## src/rtl/pic_pkg.sv

```systemverilog
package pic_pkg;

  // CSR bit positions; software decodes these, so they are fixed
  localparam int BIT_RUN    = 0;
  localparam int BIT_RATE_L = 1;
  localparam int BIT_RATE_H = 2;
  localparam int BIT_REP    = 3;
  localparam int BIT_UP     = 4;
  localparam int BIT_STEP   = 5;
  localparam int BIT_IE     = 6;
  localparam int BIT_DONE   = 7;
  localparam int BIT_OVF    = 15;
  localparam int CSR_W      = 16;
  localparam int RATE_W     = BIT_RATE_H - BIT_RATE_L + 1;

  // word slots in the register window
  typedef enum logic [1:0] {
    SLOT_CSR = 2'd0,
    SLOT_BUF = 2'd1,
    SLOT_CTR = 2'd2,
    SLOT_NIL = 2'd3
  } picSlot_e;

  typedef struct packed {
    logic        ovf;
    logic        done;
    logic        ie;
    logic        up;
    logic        rep;
    logic [RATE_W-1:0] rate;
    logic        run;
  } picCtl_t;

  // control -> datapath strobes
  typedef struct packed {
    logic     csrWr;
    logic     bufWr;
    logic     csrRd;
    logic     rdEn;
    picSlot_e rdSel;
    logic     autoTick;
    logic     manualTick;
  } picStrobes_t;

endpackage

```

## src/rtl/pic_ctrl.sv

```systemverilog
module pic_ctrl
  import pic_pkg::*;
#(
  parameter int ADDR_W = 3,
  parameter int NUM_SRC = 4
) (
  input  logic [ADDR_W-1:0]  busAddr,
  input  logic               busRd,
  input  logic               busWr,
  input  logic               busByte,
  input  logic               wdRun,
  input  logic               wdStep,
  input  logic [NUM_SRC-1:0] rateTick,
  input  logic               csrRun,
  input  logic [RATE_W-1:0]  csrRate,
  output picStrobes_t        stb
);

  logic wordOk;
  picSlot_e slot;
  logic [NUM_SRC-1:0] srcHit;
  logic selTick;

  assign wordOk = !busByte && !busAddr[0];
  assign slot   = picSlot_e'(busAddr[2:1]);

  // per-source match against the rate code
  for (genvar g = 0; g < NUM_SRC; g++) begin : g_src
    assign srcHit[g] = rateTick[g] && (csrRate == RATE_W'(g));
  end
  assign selTick = |srcHit;

  always_comb begin
    stb            = '0;
    stb.rdEn       = wordOk && busRd;
    stb.rdSel      = slot;
    stb.csrRd      = wordOk && busRd && (slot == SLOT_CSR);
    stb.csrWr      = wordOk && busWr && (slot == SLOT_CSR);
    stb.bufWr      = wordOk && busWr && (slot == SLOT_BUF);
    stb.manualTick = stb.csrWr && !wdRun && wdStep;
    stb.autoTick   = csrRun && selTick && !stb.csrWr && !stb.bufWr;
  end

endmodule

```

## src/rtl/pic_datapath.sv

```systemverilog
module pic_datapath
  import pic_pkg::*;
#(
  parameter int DATA_W = 16
) (
  input  logic              clk,
  input  logic              rstN,
  input  picStrobes_t       stb,
  input  logic [DATA_W-1:0] wdata,
  output logic [DATA_W-1:0] rdata,
  output logic              csrRun,
  output logic [RATE_W-1:0] csrRate,
  output logic              csrDone,
  output logic              csrOvf,
  output logic [DATA_W-1:0] ctrQ,
  output logic [DATA_W-1:0] bufQ,
  output logic              irq
);

  picCtl_t ctlQ, ctlN;
  logic [DATA_W-1:0] ctrN, bufN, stepped;
  logic irqQ, irqN, tickNow;
  logic [CSR_W-1:0] csrView;

  always_comb begin
    ctlN = ctlQ;
    ctrN = ctrQ;
    bufN = bufQ;
    irqN = irqQ;
    tickNow = stb.autoTick || stb.manualTick;

    if (stb.csrWr) begin
      ctlN.run  = wdata[BIT_RUN];
      ctlN.rate = wdata[BIT_RATE_H:BIT_RATE_L];
      ctlN.rep  = wdata[BIT_REP];
      ctlN.up   = wdata[BIT_UP];
      ctlN.ie   = wdata[BIT_IE];
      ctlN.done = 1'b0;
      ctlN.ovf  = 1'b0;
      irqN      = 1'b0;
    end
    if (stb.bufWr) begin
      bufN      = wdata;
      ctrN      = wdata;
      ctlN.done = 1'b0;
      ctlN.ovf  = 1'b0;
      irqN      = 1'b0;
    end
    if (stb.csrRd) begin
      ctlN.done = 1'b0;
      ctlN.ovf  = 1'b0;
      irqN      = 1'b0;
    end

    stepped = ctlN.up ? ctrN + DATA_W'(1) : ctrN - DATA_W'(1);
    if (tickNow) begin
      if (stepped == '0) begin
        if (ctlN.done) ctlN.ovf = 1'b1;
        else           ctlN.done = 1'b1;
        if (ctlN.ie) irqN = 1'b1;
        if (ctlN.rep) begin
          ctrN = bufN;
        end else begin
          ctrN     = '0;
          bufN     = '0;
          ctlN.run = 1'b0;
        end
      end else begin
        ctrN = stepped;
      end
    end
  end

  always_ff @(posedge clk) begin
    if (!rstN) begin
      ctlQ <= '0;
      ctrQ <= '0;
      bufQ <= '0;
      irqQ <= 1'b0;
    end else begin
      ctlQ <= ctlN;
      ctrQ <= ctrN;
      bufQ <= bufN;
      irqQ <= irqN;
    end
  end

  always_comb begin
    csrView                         = '0;
    csrView[BIT_RUN]                = ctlQ.run;
    csrView[BIT_RATE_H:BIT_RATE_L]  = ctlQ.rate;
    csrView[BIT_REP]                = ctlQ.rep;
    csrView[BIT_UP]                 = ctlQ.up;
    csrView[BIT_IE]                 = ctlQ.ie;
    csrView[BIT_DONE]               = ctlQ.done;
    csrView[BIT_OVF]                = ctlQ.ovf;
  end

  always_comb begin
    rdata = '0;
    if (stb.rdEn) begin
      unique case (stb.rdSel)
        SLOT_CSR: rdata = DATA_W'(csrView);
        SLOT_CTR: rdata = ctrQ;
        default:  rdata = '0;
      endcase
    end
  end

  assign csrRun  = ctlQ.run;
  assign csrRate = ctlQ.rate;
  assign csrDone = ctlQ.done;
  assign csrOvf  = ctlQ.ovf;
  assign irq     = irqQ;

endmodule

```

## src/rtl/prog_interval_clock.sv

```systemverilog
module prog_interval_clock
  import pic_pkg::*;
#(
  parameter int DATA_W = 16,
  parameter int ADDR_W = 3
) (
  input  logic              clk,
  input  logic              rstN,
  input  logic [ADDR_W-1:0] busAddr,
  input  logic [DATA_W-1:0] busWdata,
  input  logic              busRd,
  input  logic              busWr,
  input  logic              busByte,
  output logic [DATA_W-1:0] busRdata,
  input  logic [3:0]        rateTick,
  output logic              irq
);

  localparam int NUM_SRC = 1 << RATE_W;

  picStrobes_t stb;
  logic csrRun, csrDone, csrOvf;
  logic [RATE_W-1:0] csrRate;
  logic [DATA_W-1:0] ctrQ, bufQ;

  pic_ctrl #(.ADDR_W(ADDR_W), .NUM_SRC(NUM_SRC)) u_ctrl (
    .busAddr (busAddr),
    .busRd   (busRd),
    .busWr   (busWr),
    .busByte (busByte),
    .wdRun   (busWdata[BIT_RUN]),
    .wdStep  (busWdata[BIT_STEP]),
    .rateTick(rateTick),
    .csrRun  (csrRun),
    .csrRate (csrRate),
    .stb     (stb)
  );

  pic_datapath #(.DATA_W(DATA_W)) u_dp (
    .clk    (clk),
    .rstN   (rstN),
    .stb    (stb),
    .wdata  (busWdata),
    .rdata  (busRdata),
    .csrRun (csrRun),
    .csrRate(csrRate),
    .csrDone(csrDone),
    .csrOvf (csrOvf),
    .ctrQ   (ctrQ),
    .bufQ   (bufQ),
    .irq    (irq)
  );

endmodule

```

## config.mk

```make
export PLATFORM = sky130hd
export DESIGN_NAME = prog_interval_clock
export DESIGN_NICKNAME = d
export VERILOG_FILES = /design/src/rtl/pic_pkg.sv /design/src/rtl/pic_ctrl.sv /design/src/rtl/pic_datapath.sv /design/src/rtl/prog_interval_clock.sv
export SDC_FILE = /design/constraint.sdc
export NUM_CORES = 1
export LEC_CHECK = 0
export ABC_AREA = 1
export ABC_CLOCK_PERIOD_IN_PS = 3550
export BUFFER_PORTS_ARGS = -buffer_cell sky130_fd_sc_hd__buf_2
export CELL_PAD_IN_SITES_DETAIL_PLACEMENT = 2
export CELL_PAD_IN_SITES_GLOBAL_PLACEMENT = 2
export CORE_ASPECT_RATIO = 1.1
export CORE_MARGIN = 10
export CORE_UTILIZATION = 30
export CTS_CLUSTER_DIAMETER = 30
export DETAILED_ROUTE_END_ITERATION = 7
export PLACE_DENSITY_LB_ADDON = 0.1
export SYNTH_ARGS = -nofsm -noshare
export SYNTH_HDL_FRONTEND = slang
export SYNTH_SLANG_ARGS = --single-unit
```

## constraint.sdc

```tcl
create_clock -name clk -period 3.55 [get_ports clk]
set_clock_uncertainty 0.15 [all_clocks]
set_input_delay 0.71 -clock clk [delete_from_list [all_inputs] [get_ports clk]]
set_output_delay 0.71 -clock clk [all_outputs]
set_load 0.01 [all_outputs]
```

==> flow_summary.json, run 1 <==
{
  "endpoint_type": "register data pin",
  "rows": 42,
  "syn_inst": 662,
  "synth_commonest_cells": "nand2_1 (236), inv_1 (92), nor2_1 (71)",
  "crit_endpoint": "u_dp.ctrQ[4]$_SDFF_PN0_/D",
  "netlist_area_um2": 3640,
  "ys_ff_latch": 41,
  "synth-async-reset-ratio": 0,
  "cts_buffers": 5,
  "first-error": "[ERROR DPL-0033] detailed placement checks failed during check placement.",
  "syn_avg_cell_area_um2": 5.50,
  "place.detailed.hpwl_mm": 14.8,
  "cts_sinks": 41,
  "place_congestion": 0.859,
  "status": "did not finish",
  "root_buffer": "clkbuf_16",
  "synth_edf_count": 0,
  "io_pins": 45,
  "syn_nets": 698,
  "synth-main-ff-cell": "dfxtp_1",
  "stop_stage": "global routing",
  "numPortBuffers": 44,
  "antenna_found_initial": 1,
  "synth_seq_area_share": 0.225,
  "grt_max_degree": 20,
  "die_h_um": 136,
  "dp.cells": 943,
  "synth_top_area_frac": 0.243,
  "synth.area.top_cells": "nand2_1 (24%), dfxtp_1 (23%), inv_1 (9.5%)",
  "clk_path_buf_depth": 2,
  "yosys.area.top_type": "nand2_1",
  "ys_types": 31,
  "synth_most_common_cell": "nand2_1",
  "die_x_um": 125,
  "yosysWarnings": 0,
  "htree_levels": 2,
  "start_util": 0.304
}
==> stage by stage <==
step	setup TNS [ns]	area, um^2	hold WS (ns)	util	setup WS (ns)
CTS	-0.00742	5350	0.303	0.447	-0.00532
detailed placement	-16.45	4740	0.292	0.396	-0.613
global placement	-10.70	4740	0.293	0.396	-0.457
floorplan	0	3640	0.277	-	0.216
==> kinds of logic after synthesis <==
logic type / synth area share
XOR/XNOR: 0.00481
AND/OR/NAND/NOR: 0.484
AO/OA/AOI/OAI: 0.106
flip-flops: 0.225
buffers and inverters: 0.152
adder cells (fa/ha/maj): 0.0275
==> what timing repair did <==
item / CTS
endpoints found under the setup margin: 36
hold buffers: 0
gates cloned: 1
pin swaps: 15
resized for setup: 40
setup buffers: 36
hold endpoints to repair: 0
==> run 2, diff against run 1 <==
--- a/config.mk
+++ b/config.mk
@@ -8,14 +8,10 @@
 export ABC_AREA = 1
 export ABC_CLOCK_PERIOD_IN_PS = 3550
 export BUFFER_PORTS_ARGS = -buffer_cell sky130_fd_sc_hd__buf_2
-export CELL_PAD_IN_SITES_DETAIL_PLACEMENT = 2
-export CELL_PAD_IN_SITES_GLOBAL_PLACEMENT = 2
-export CORE_ASPECT_RATIO = 1.1
 export CORE_MARGIN = 10
-export CORE_UTILIZATION = 30
-export CTS_CLUSTER_DIAMETER = 30
+export CORE_UTILIZATION = 24
 export DETAILED_ROUTE_END_ITERATION = 7
-export PLACE_DENSITY_LB_ADDON = 0.1
+export PLACE_DENSITY_LB_ADDON = 0.15
 export SYNTH_ARGS = -nofsm -noshare
 export SYNTH_HDL_FRONTEND = slang
 export SYNTH_SLANG_ARGS = --single-unit
==> run 2 against run 1 <==
The flow now finishes without violations. Synthesized area stayed put. Synthesized cell count did not move.
==> flow_summary.json, run 2 <==
{
  "htree_levels": 2,
  "synth_top_area_frac": 0.243,
  "place_congestion": 0.930,
  "synth-async-reset-ratio": 0,
  "final_util": 0.369,
  "most-common-layout-cells": "nand2_1 (202), buf_4 (93), inv_1 (90), nor2_1 (53), nand3_1 (45)",
  "synth-main-ff-cell": "dfxtp_1",
  "post-route-min-period_ns": 3.44,
  "worstPathArrival_ns": 3.46,
  "vdd_drop_max_uv": 229,
  "setup_viol": 0,
  "syn_avg_cell_area_um2": 5.50,
  "vias": 4480,
  "relSlewSlack": 0.560,
  "clk_pin_slew_ns": 0.06,
  "r2r_start": "u_dp.csrView[4]",
  "drtPass1Iterations": 5,
  "worstPathRequired_ns": 3.56,
  "synth_edf_count": 0,
  "die_x_um": 143,
  "rr_endpoint": "u_dp.bufQ[9]",
  "clk_path_buf_depth": 2,
  "die_area_um2": 20500,
  "fin_crit_sh": 0.969,
  "synth.area.top_cells": "nand2_1 (24%), dfxtp_1 (23%), inv_1 (9.5%)",
  "tns_ns": 0,
  "ys_types": 31,
  "p_leak_nw": 2.75,
  "nets": 832,
  "synth_most_common_cell": "nand2_1",
  "ys_ff_latch": 41,
  "syn_inst": 662,
  "cts_buffers": 5,
  "grt_max_degree": 20,
  "grtUsageTotal": 0.137,
  "maxCapViolCount": 0,
  "drc": 0,
  "cp-end-kind": "flip-flop",
  "die_h_um": 143,
  "io_pins": 45,
  "hold_start": "u_dp.irq",
  "worst-slew-pin-transition_ns": 0.660,
  "core_um2": 14700,
  "numPortBuffers": 44,
  "worstSetupPathType": "input port to flip-flop",
  "status": "finished clean",
  "max_freq_mhz": 291,
  "slew_violations": 0,
  "root_buffer": "clkbuf_16",
  "min_to": "u_dp.irq",
  "clk_latency_ns": 0.28,
  "final_cells": 980,
  "drive_above_1_share": 0.333,
  "grt_pass1_wl_mm": 22.5,
  "holdPathStages": 2,
  "crit_fanout": 7,
  "netlist_area_um2": 3640,
  "grt_remaining_overflow": 0,
  "start_kind": "input port",
  "rows": 44,
  "start_util": 0.248,
  "timing.reg2reg.setup_slack_ns": 0.68,
  "drtIter0Drc": 246,
  "antenna_found_initial": 0,
  "yosys.area.top_type": "nand2_1",
  "total_power_mw": 1.58,
  "syn2layout_area_growth_pct": 48.8,
  "wl_per_cell_um": 15.0,
  "hold_ws_ns": 0.307,
  "drt-total-wl_mm": 14.7,
  "cts_tree": "done",
  "reg2reg_depth": 21,
  "hp-class": "flip-flop to flip-flop",
  "hold_viol_final": 0,
  "antenna_cells": 0,
  "dp.cells": 965,
  "cts_sinks": 41,
  "place.detailed.hpwl_mm": 11.6,
  "synth_commonest_cells": "nand2_1 (236), inv_1 (92), nor2_1 (71)",
  "syn_nets": 698,
  "grt_pass1_vias": 4356,
  "yosysWarnings": 0,
  "via_per_inst": 4.57,
  "synth_seq_area_share": 0.225,
  "ant_nets": 0,
  "final_common_cell": "nand2_1",
  "powerDensity_nw_per_um2": 292
}
run 2: cell counts after synthesis:
No cell type changed its count.
run 2: cell type report:
class | instances | area (um^2)
tap | 184 | 230
multi-input combinational | 494 | 2670
clock buffer | 5 | 125
sequential | 41 | 821
timing repair buffer | 150 | 1140
inverter | 104 | 394
clock inverter | 2 | 35.0
fill | 1627 | 9280
run 2: worst max path at each step:
stage | from | end | slack [ns] | depth (start not counted)
6_report | busAddr[2] | u_dp.bufQ[9] | 0.11 | 22
5_1_grt | busByte | u_dp.bufQ[9] | -0.04 | 23
4_1_cts | busAddr[0] | u_dp.ctrQ[1] | 0.01 | 24
3_5_place_dp | busAddr[0] | u_dp.ctrQ[1] | -0.28 | 24
3_3_place_gp | busAddr[2] | u_dp.ctrQ[1] | -0.23 | 22
2_1_floorplan | busAddr[1] | u_dp.bufQ[9] | 0.22 | 23
run 2: kinds of logic after synthesis:
family | after synthesis | share of synthesized area
AO/OA/AOI/OAI | 73 | 0.106
XOR/XNOR | 2 | 0.00481
adder cells (fa/ha/maj) | 8 | 0.0275
buffers and inverters | 129 | 0.152
flip-flops | 41 | 0.225
AND/OR/NAND/NOR | 409 | 0.484
run 2: layer usage:
metal	up-vias	track usage	wire length, um
li1	2356	-	-
met3	10	0.0232	615
met1	2042	0.173	6780
met2	72	0.241	7160
met5	-	0	0
met4	0	0.0258	147
run 2: power by group:
part           internal [mW]  total, mW  switching, mW  leakage, nW
sequential             0.470      0.475        0.00460        0.331
combinational          0.258      0.599          0.341         2.34
clock                  0.327      0.510          0.184       0.0797
run 2: metrics by stage:
| stage | cell area (um^2) | setup WS (ns) |
|---|---|---|
| after global routing | 5420 | -0.0445 |
| after global placement | 4760 | -0.231 |
| after detailed placement | 4760 | -0.278 |
| after floorplan | 3640 | 0.216 |
| after CTS | 4920 | 0.0110 |
| final | 5420 | 0.109 |
run 2: critical path: stages:
cell	delay (ns)
buf_2	0.13
nor2_2	0.22
nand4_1	0.28
nand2_8	0.21
nand2_4	0.07
nand2_4	0.07
inv_2	0.04
ha_2	0.16
inv_1	0.07
nand2_2	0.09
buf_6	0.13
xor2_4	0.15
nor2_4	0.13
nand3_2	0.07
nor2_2	0.11
nand3_1	0.08
nor2_2	0.15
nand3_2	0.12
inv_4	0.11
nand3_4	0.15
nand2_8	0.15
nor2_2	0.04
run 2: timing repair:
| action | CTS | global route |
|---|---|---|
| resized for setup | 0 | 104 |
| hold endpoints to repair | 0 | 0 |
| hold buffers | 0 | 0 |
| buffers inserted | 0 | 6 |
| setup endpoints to repair | 0 | 36 |
No activity file was read; power rests on OpenSTA's default activity.
==> run 3, diff against run 2 <==
==> constraint.sdc (replaced) <==
create_clock -name clk -period 3.55 [get_ports clk]
set_clock_uncertainty 0.15 [all_clocks]
set_input_delay 0.5325 -clock clk [delete_from_list [all_inputs] [get_ports clk]]
set_output_delay 0.5325 -clock clk [all_outputs]
set_load 0.01 [all_outputs]
==> run 3 against run 2 <==
Non-clock buffer count down 44. Sequential power about the same. Sequential cell count unchanged. Worst hold slack better by 0.0035 ns. Wire length down 5.7%. Maximum frequency up 4.7%. Worst setup slack better by 0.15 ns. Power down 8.0%. Largest cell class unchanged.
==> flow_summary.json, run 3 (synthesis gave the netlist of run 2 again) <==
{
  "status": "finished clean",
  "min_to": "u_dp.irq",
  "worstSetupPathType": "input port to flip-flop",
  "ctsHoldBuffers": 0,
  "pre_cts_slack_ns": -0.182,
  "multi_input_area_um2": 2360,
  "via_per_inst": 4.63,
  "syn2layout_area_growth_pct": 28.4,
  "ant_nets": 0,
  "htree_levels": 2,
  "slew_violations": 0,
  "vias": 4336,
  "most-common-layout-cells": "nand2_1 (231), inv_1 (92), nor2_1 (69), buf_4 (59), nand3_1 (48)",
  "final_common_cell": "nand2_1",
  "cp-end-kind": "flip-flop",
  "cts_sinks": 41,
  "fin_crit_sh": 0.926,
  "io_pins": 45,
  "rr_endpoint": "u_dp.bufQ[11]",
  "reg2reg_depth": 19,
  "grt_max_degree": 24,
  "p_comb_frac": 0.333,
  "p_leak_nw": 2.49,
  "worstPathArrival_ns": 3.32,
  "root_buffer": "clkbuf_16",
  "p_sw_frac": 0.343,
  "grtUsageTotal": 0.135,
  "max_freq_mhz": 304,
  "clk_pin_slew_ns": 0.06,
  "p_seq_frac": 0.326,
  "p_clk_frac": 0.341,
  "hold_viol_final": 0,
  "regArea_um2": 821,
  "vdd_drop_max_uv": 160,
  "n_fill_cell": 1668,
  "nets": 788,
  "die_area_um2": 20500,
  "grt_remaining_overflow": 0,
  "die_h_um": 143,
  "finalWorstSetupSlack_ns": 0.264,
  "final_util": 0.318,
  "worst-slew-pin-transition_ns": 0.631,
  "tns_ns": 0,
  "cts_buffers": 5,
  "place_congestion": 0.881,
  "final_cells": 937,
  "wl_per_cell_um": 14.8,
  "powerDensity_nw_per_um2": 311,
  "relSlewSlack": 0.579,
  "drt-total-wl_mm": 13.9,
  "p_int_mw": 0.958,
  "cts_tree": "done",
  "start_util": 0.248,
  "switchingPower_mw": 0.500,
  "grt_pass1_wl_mm": 22.0,
  "holdPathStages": 2,
  "antenna_cells": 0,
  "antenna_found_initial": 0,
  "dp.cells": 927,
  "place_area_um2": 4440,
  "setup_viol": 0,
  "clk_path_buf_depth": 2,
  "drc": 0,
  "numPortBuffers": 44,
  "crit_fanout": 8,
  "place.detailed.hpwl_mm": 11.2,
  "hp-class": "flip-flop to flip-flop",
  "clk_latency_ns": 0.29,
  "cts_resized": 0,
  "worstPathRequired_ns": 3.58,
  "drtIter0Drc": 278,
  "hold_start": "u_dp.irq",
  "post-route-min-period_ns": 3.29,
  "rows": 44,
  "r2r_start": "u_dp.csrView[4]",
  "drtPass1Iterations": 5,
  "maxCapViolCount": 0,
  "die_x_um": 143,
  "grt_pass1_vias": 4247,
  "core_um2": 14700,
  "cts_setup_buffers": 0,
  "timing.reg2reg.setup_slack_ns": 0.63,
  "start_kind": "input port",
  "drive_above_1_share": 0.202,
  "design_area_um2": 4680
}
[run 3: worst max path at each step]
stage                           from             to  slack, ns  cells past startpoint
after floorplan           busAddr[1]   u_dp.bufQ[9]       0.39                     23
after global placement    busAddr[0]   u_dp.ctrQ[1]      -0.15                     24
after detailed placement  busAddr[0]   u_dp.ctrQ[1]      -0.18                     24
after CTS                 busAddr[0]   u_dp.bufQ[3]       0.11                     23
after global routing      busAddr[0]  u_dp.ctrQ[13]      -0.03                     26
final                     busAddr[0]  u_dp.bufQ[11]       0.26                     23
[run 3: power by group through the flow]
| stage | Clock, mW | Combinational [mW] | Sequential (mW) |
|---|---|---|---|
| floorplan | 0 | 0.282 | 0.483 |
| global placement | 0 | 0.475 | 0.485 |
| detailed placement | 0 | 0.472 | 0.485 |
| CTS | 0.497 | 0.475 | 0.475 |
| global route | 0.524 | 0.545 | 0.475 |
| finish | 0.498 | 0.485 | 0.475 |
[run 3: layout make-up]
cell class / count / area share
repair buffers: 106 / 0.155
flip-flops and latches: 41 / 0.175
clock buffers: 7 / 0.0326
inverters: 104 / 0.0837
multi-input cells: 494 / 0.503
clock inverters: 1 / 0.00107
well taps: 184 / 0.0492
[run 3: metrics by stage]
stage               total power [mW]  hold WS (ns)
finish                          1.46         0.311
global route                    1.54         0.345
CTS                             1.45         0.309
detailed placement             0.957         0.298
global placement               0.960         0.295
floorplan                      0.766         0.277
[run 3: worst max-delay path, cell delays in order]
cell      delay [ns]
buf_2           0.11
nor2_4          0.16
buf_12          0.13
buf_4           0.11
nand4_1         0.15
nand2_2         0.16
ha_4            0.22
a21oi_2         0.21
inv_1           0.07
nand3_1         0.08
nand2_1         0.05
clkinv_1        0.07
nand2_2         0.07
nand2_1         0.08
nand2_1         0.11
nor2_1          0.17
nand3_1         0.11
nor2_2          0.13
nand3_2         0.09
inv_2           0.12
nand3_4         0.15
nand2_4         0.19
nor2_1          0.05
[run 3: layer usage]
| layer | track usage | vias up | routed length (um) | share of wire |
|---|---|---|---|---|
| li1 | - | 2270 | - | - |
| met1 | 0.173 | 1954 | 6590 | 0.48 |
| met2 | 0.227 | 91 | 6440 | 0.46 |
| met3 | 0.0262 | 21 | 633 | 0.046 |
| met4 | 0.0339 | 0 | 211 | 0.015 |
| met5 | 0 | - | 0 | 0 |
==> run 4, diff against run 3 <==
--- a/config.mk
+++ b/config.mk
@@ -10,6 +10,7 @@
 export BUFFER_PORTS_ARGS = -buffer_cell sky130_fd_sc_hd__buf_2
 export CORE_MARGIN = 10
 export CORE_UTILIZATION = 24
+export CTS_BUF_LIST = sky130_fd_sc_hd__clkbuf_4
 export DETAILED_ROUTE_END_ITERATION = 7
 export PLACE_DENSITY_LB_ADDON = 0.15
 export SYNTH_ARGS = -nofsm -noshare
==> constraint.sdc (replaced) <==
create_clock -name clk -period 3.55 [get_ports clk]
set_clock_uncertainty 0.15 [all_clocks]
set_input_delay 0.5325 -clock clk [delete_from_list [all_inputs] [get_ports clk]]
set_output_delay 0.5325 -clock clk [all_outputs]
set_load 0.005 [all_outputs]
==> run 4 against run 3 <==
Sequential share of layout area increased by 0.71 points. Non-clock buffer count unchanged. Die area unchanged. Wire length decreased by 0.92%. Utilization decreased by 1.2 points. Final area decreased by 3.9%. Critical path type unchanged. Critical endpoint is now u_dp.bufQ[14]. Largest power group is now combinational logic.
==> flow_summary.json, run 4 (synthesis gave the netlist of run 2 again) <==
{
  "drtPass1Iterations": 5,
  "final_util": 0.306,
  "drtIter0Drc": 248,
  "cts_sinks": 41,
  "total_power_mw": 1.20,
  "clk_latency_ns": 0.38,
  "numPortBuffers": 44,
  "ant_nets": 0,
  "tns_ns": 0,
  "io_pins": 45,
  "final_common_cell": "nand2_1",
  "place.detailed.hpwl_mm": 11.2,
  "die_h_um": 143,
  "start_util": 0.248,
  "most-common-layout-cells": "nand2_1 (236), inv_1 (92), nor2_1 (71), buf_4 (59), nand3_1 (49)",
  "htree_levels": 2,
  "crit_fanout": 17,
  "worstSetupPathType": "input port to flip-flop",
  "wl_per_cell_um": 14.7,
  "root_buffer": "clkbuf_4",
  "timing.reg2reg.setup_slack_ns": 0.55,
  "worstPathRequired_ns": 3.68,
  "post-route-min-period_ns": 3.24,
  "clk_path_buf_depth": 2,
  "cts_tree": "done",
  "rows": 44,
  "setup_viol": 0,
  "cp-end-kind": "flip-flop",
  "powerDensity_nw_per_um2": 267,
  "syn2layout_area_growth_pct": 23.5,
  "via_per_inst": 4.63,
  "max_freq_mhz": 308,
  "drc": 0,
  "vdd_drop_max_uv": 83.5,
  "fin_crit_sh": 0.914,
  "p_leak_nw": 2.43,
  "hold_viol_final": 0,
  "place_congestion": 0.881,
  "grt_remaining_overflow": 0,
  "antenna_cells": 0,
  "drive_above_1_share": 0.184,
  "grt_pass1_wl_mm": 22.0,
  "cts_buffers": 5,
  "worstPathArrival_ns": 3.37,
  "worst-slew-pin-transition_ns": 0.611,
  "drt-total-wl_mm": 13.7,
  "grtUsageTotal": 0.135,
  "core_um2": 14700,
  "grt_pass1_vias": 4254,
  "antenna_found_initial": 0,
  "grt_max_degree": 24,
  "nets": 786,
  "start_kind": "input port",
  "status": "finished clean",
  "hp-class": "flip-flop to flip-flop",
  "n_fill_cell": 1689,
  "vias": 4325,
  "die_area_um2": 20500,
  "die_x_um": 143,
  "relSlewSlack": 0.592,
  "slew_violations": 0,
  "maxCapViolCount": 0,
  "clk_pin_slew_ns": 0.13
}
run 4: power by group:
part	internal, mW	switching, mW	leakage [nW]
combinational	0.186	0.290	2.07
clock	0.0720	0.177	0.0300
sequential	0.470	0.00453	0.331
run 4: timing repair:
action / in CTS / in global routing
setup endpoints to repair: 0 / 22
setup buffers: 0 / 0
gates resized for setup: 0 / 2
hold buffers: 0 / 0
run 4: layout make-up:
cell class                      count  area [um^2]  share of cell area
Multi-Input combinational cell    492         2280               0.507
Inverter                          104          392              0.0871
Timing Repair Buffer              106          723               0.161
Clock buffer                        5         37.5             0.00834
Sequential cell                    41          821               0.182
Tap cell                          184          230              0.0512
Clock inverter                      3         12.5             0.00278
run 4: metal layers:
layer	GRT usage	up-vias	part of all wire
li1	-	2262	-
met1	0.172	1949	0.48
met2	0.228	95	0.46
met3	0.0262	19	0.049
met4	0.0322	0	0.016
met5	0	-	0
run 4: path summary, 6_finish.rpt:
check                   from            end  cells past startpoint
max               busAddr[0]  u_dp.bufQ[14]                     25
min                 u_dp.irq       u_dp.irq                      2
max reg2reg  u_dp.csrView[4]  u_dp.bufQ[14]                     22
min reg2reg         u_dp.irq       u_dp.irq                      2
run 4: critical path, cell delays in order:
cell and delay [ns]:
buf_2 0.11, nor2_4 0.16, buf_12 0.13, nand3_2 0.07
nand2_1 0.08, nand2_2 0.16, nand2_1 0.14, nand2_1 0.10
inv_2 0.07, ha_1 0.13, inv_1 0.03, nand2_1 0.13
nand3_1 0.12, nand2_1 0.14, nand2_1 0.08, nand2_1 0.08
nand3_1 0.10, nor2_1 0.15, nand3_1 0.11, nor2_2 0.13
nand3_2 0.09, inv_2 0.11, nand3_2 0.13, nand2_8 0.19
nor2_1 0.06
run 4: stage by stage:
stage               setup WS [ns]  instances  hold slack (ns)  cell area, um^2
finish                      0.306        935            0.319             4500
global placement           -0.154        927            0.295             4440
CTS                         0.219        935            0.318             4490
floorplan                   0.393        662            0.277             3640
global route             -0.00273        935            0.342             4500
detailed placement         -0.182        927            0.298             4440
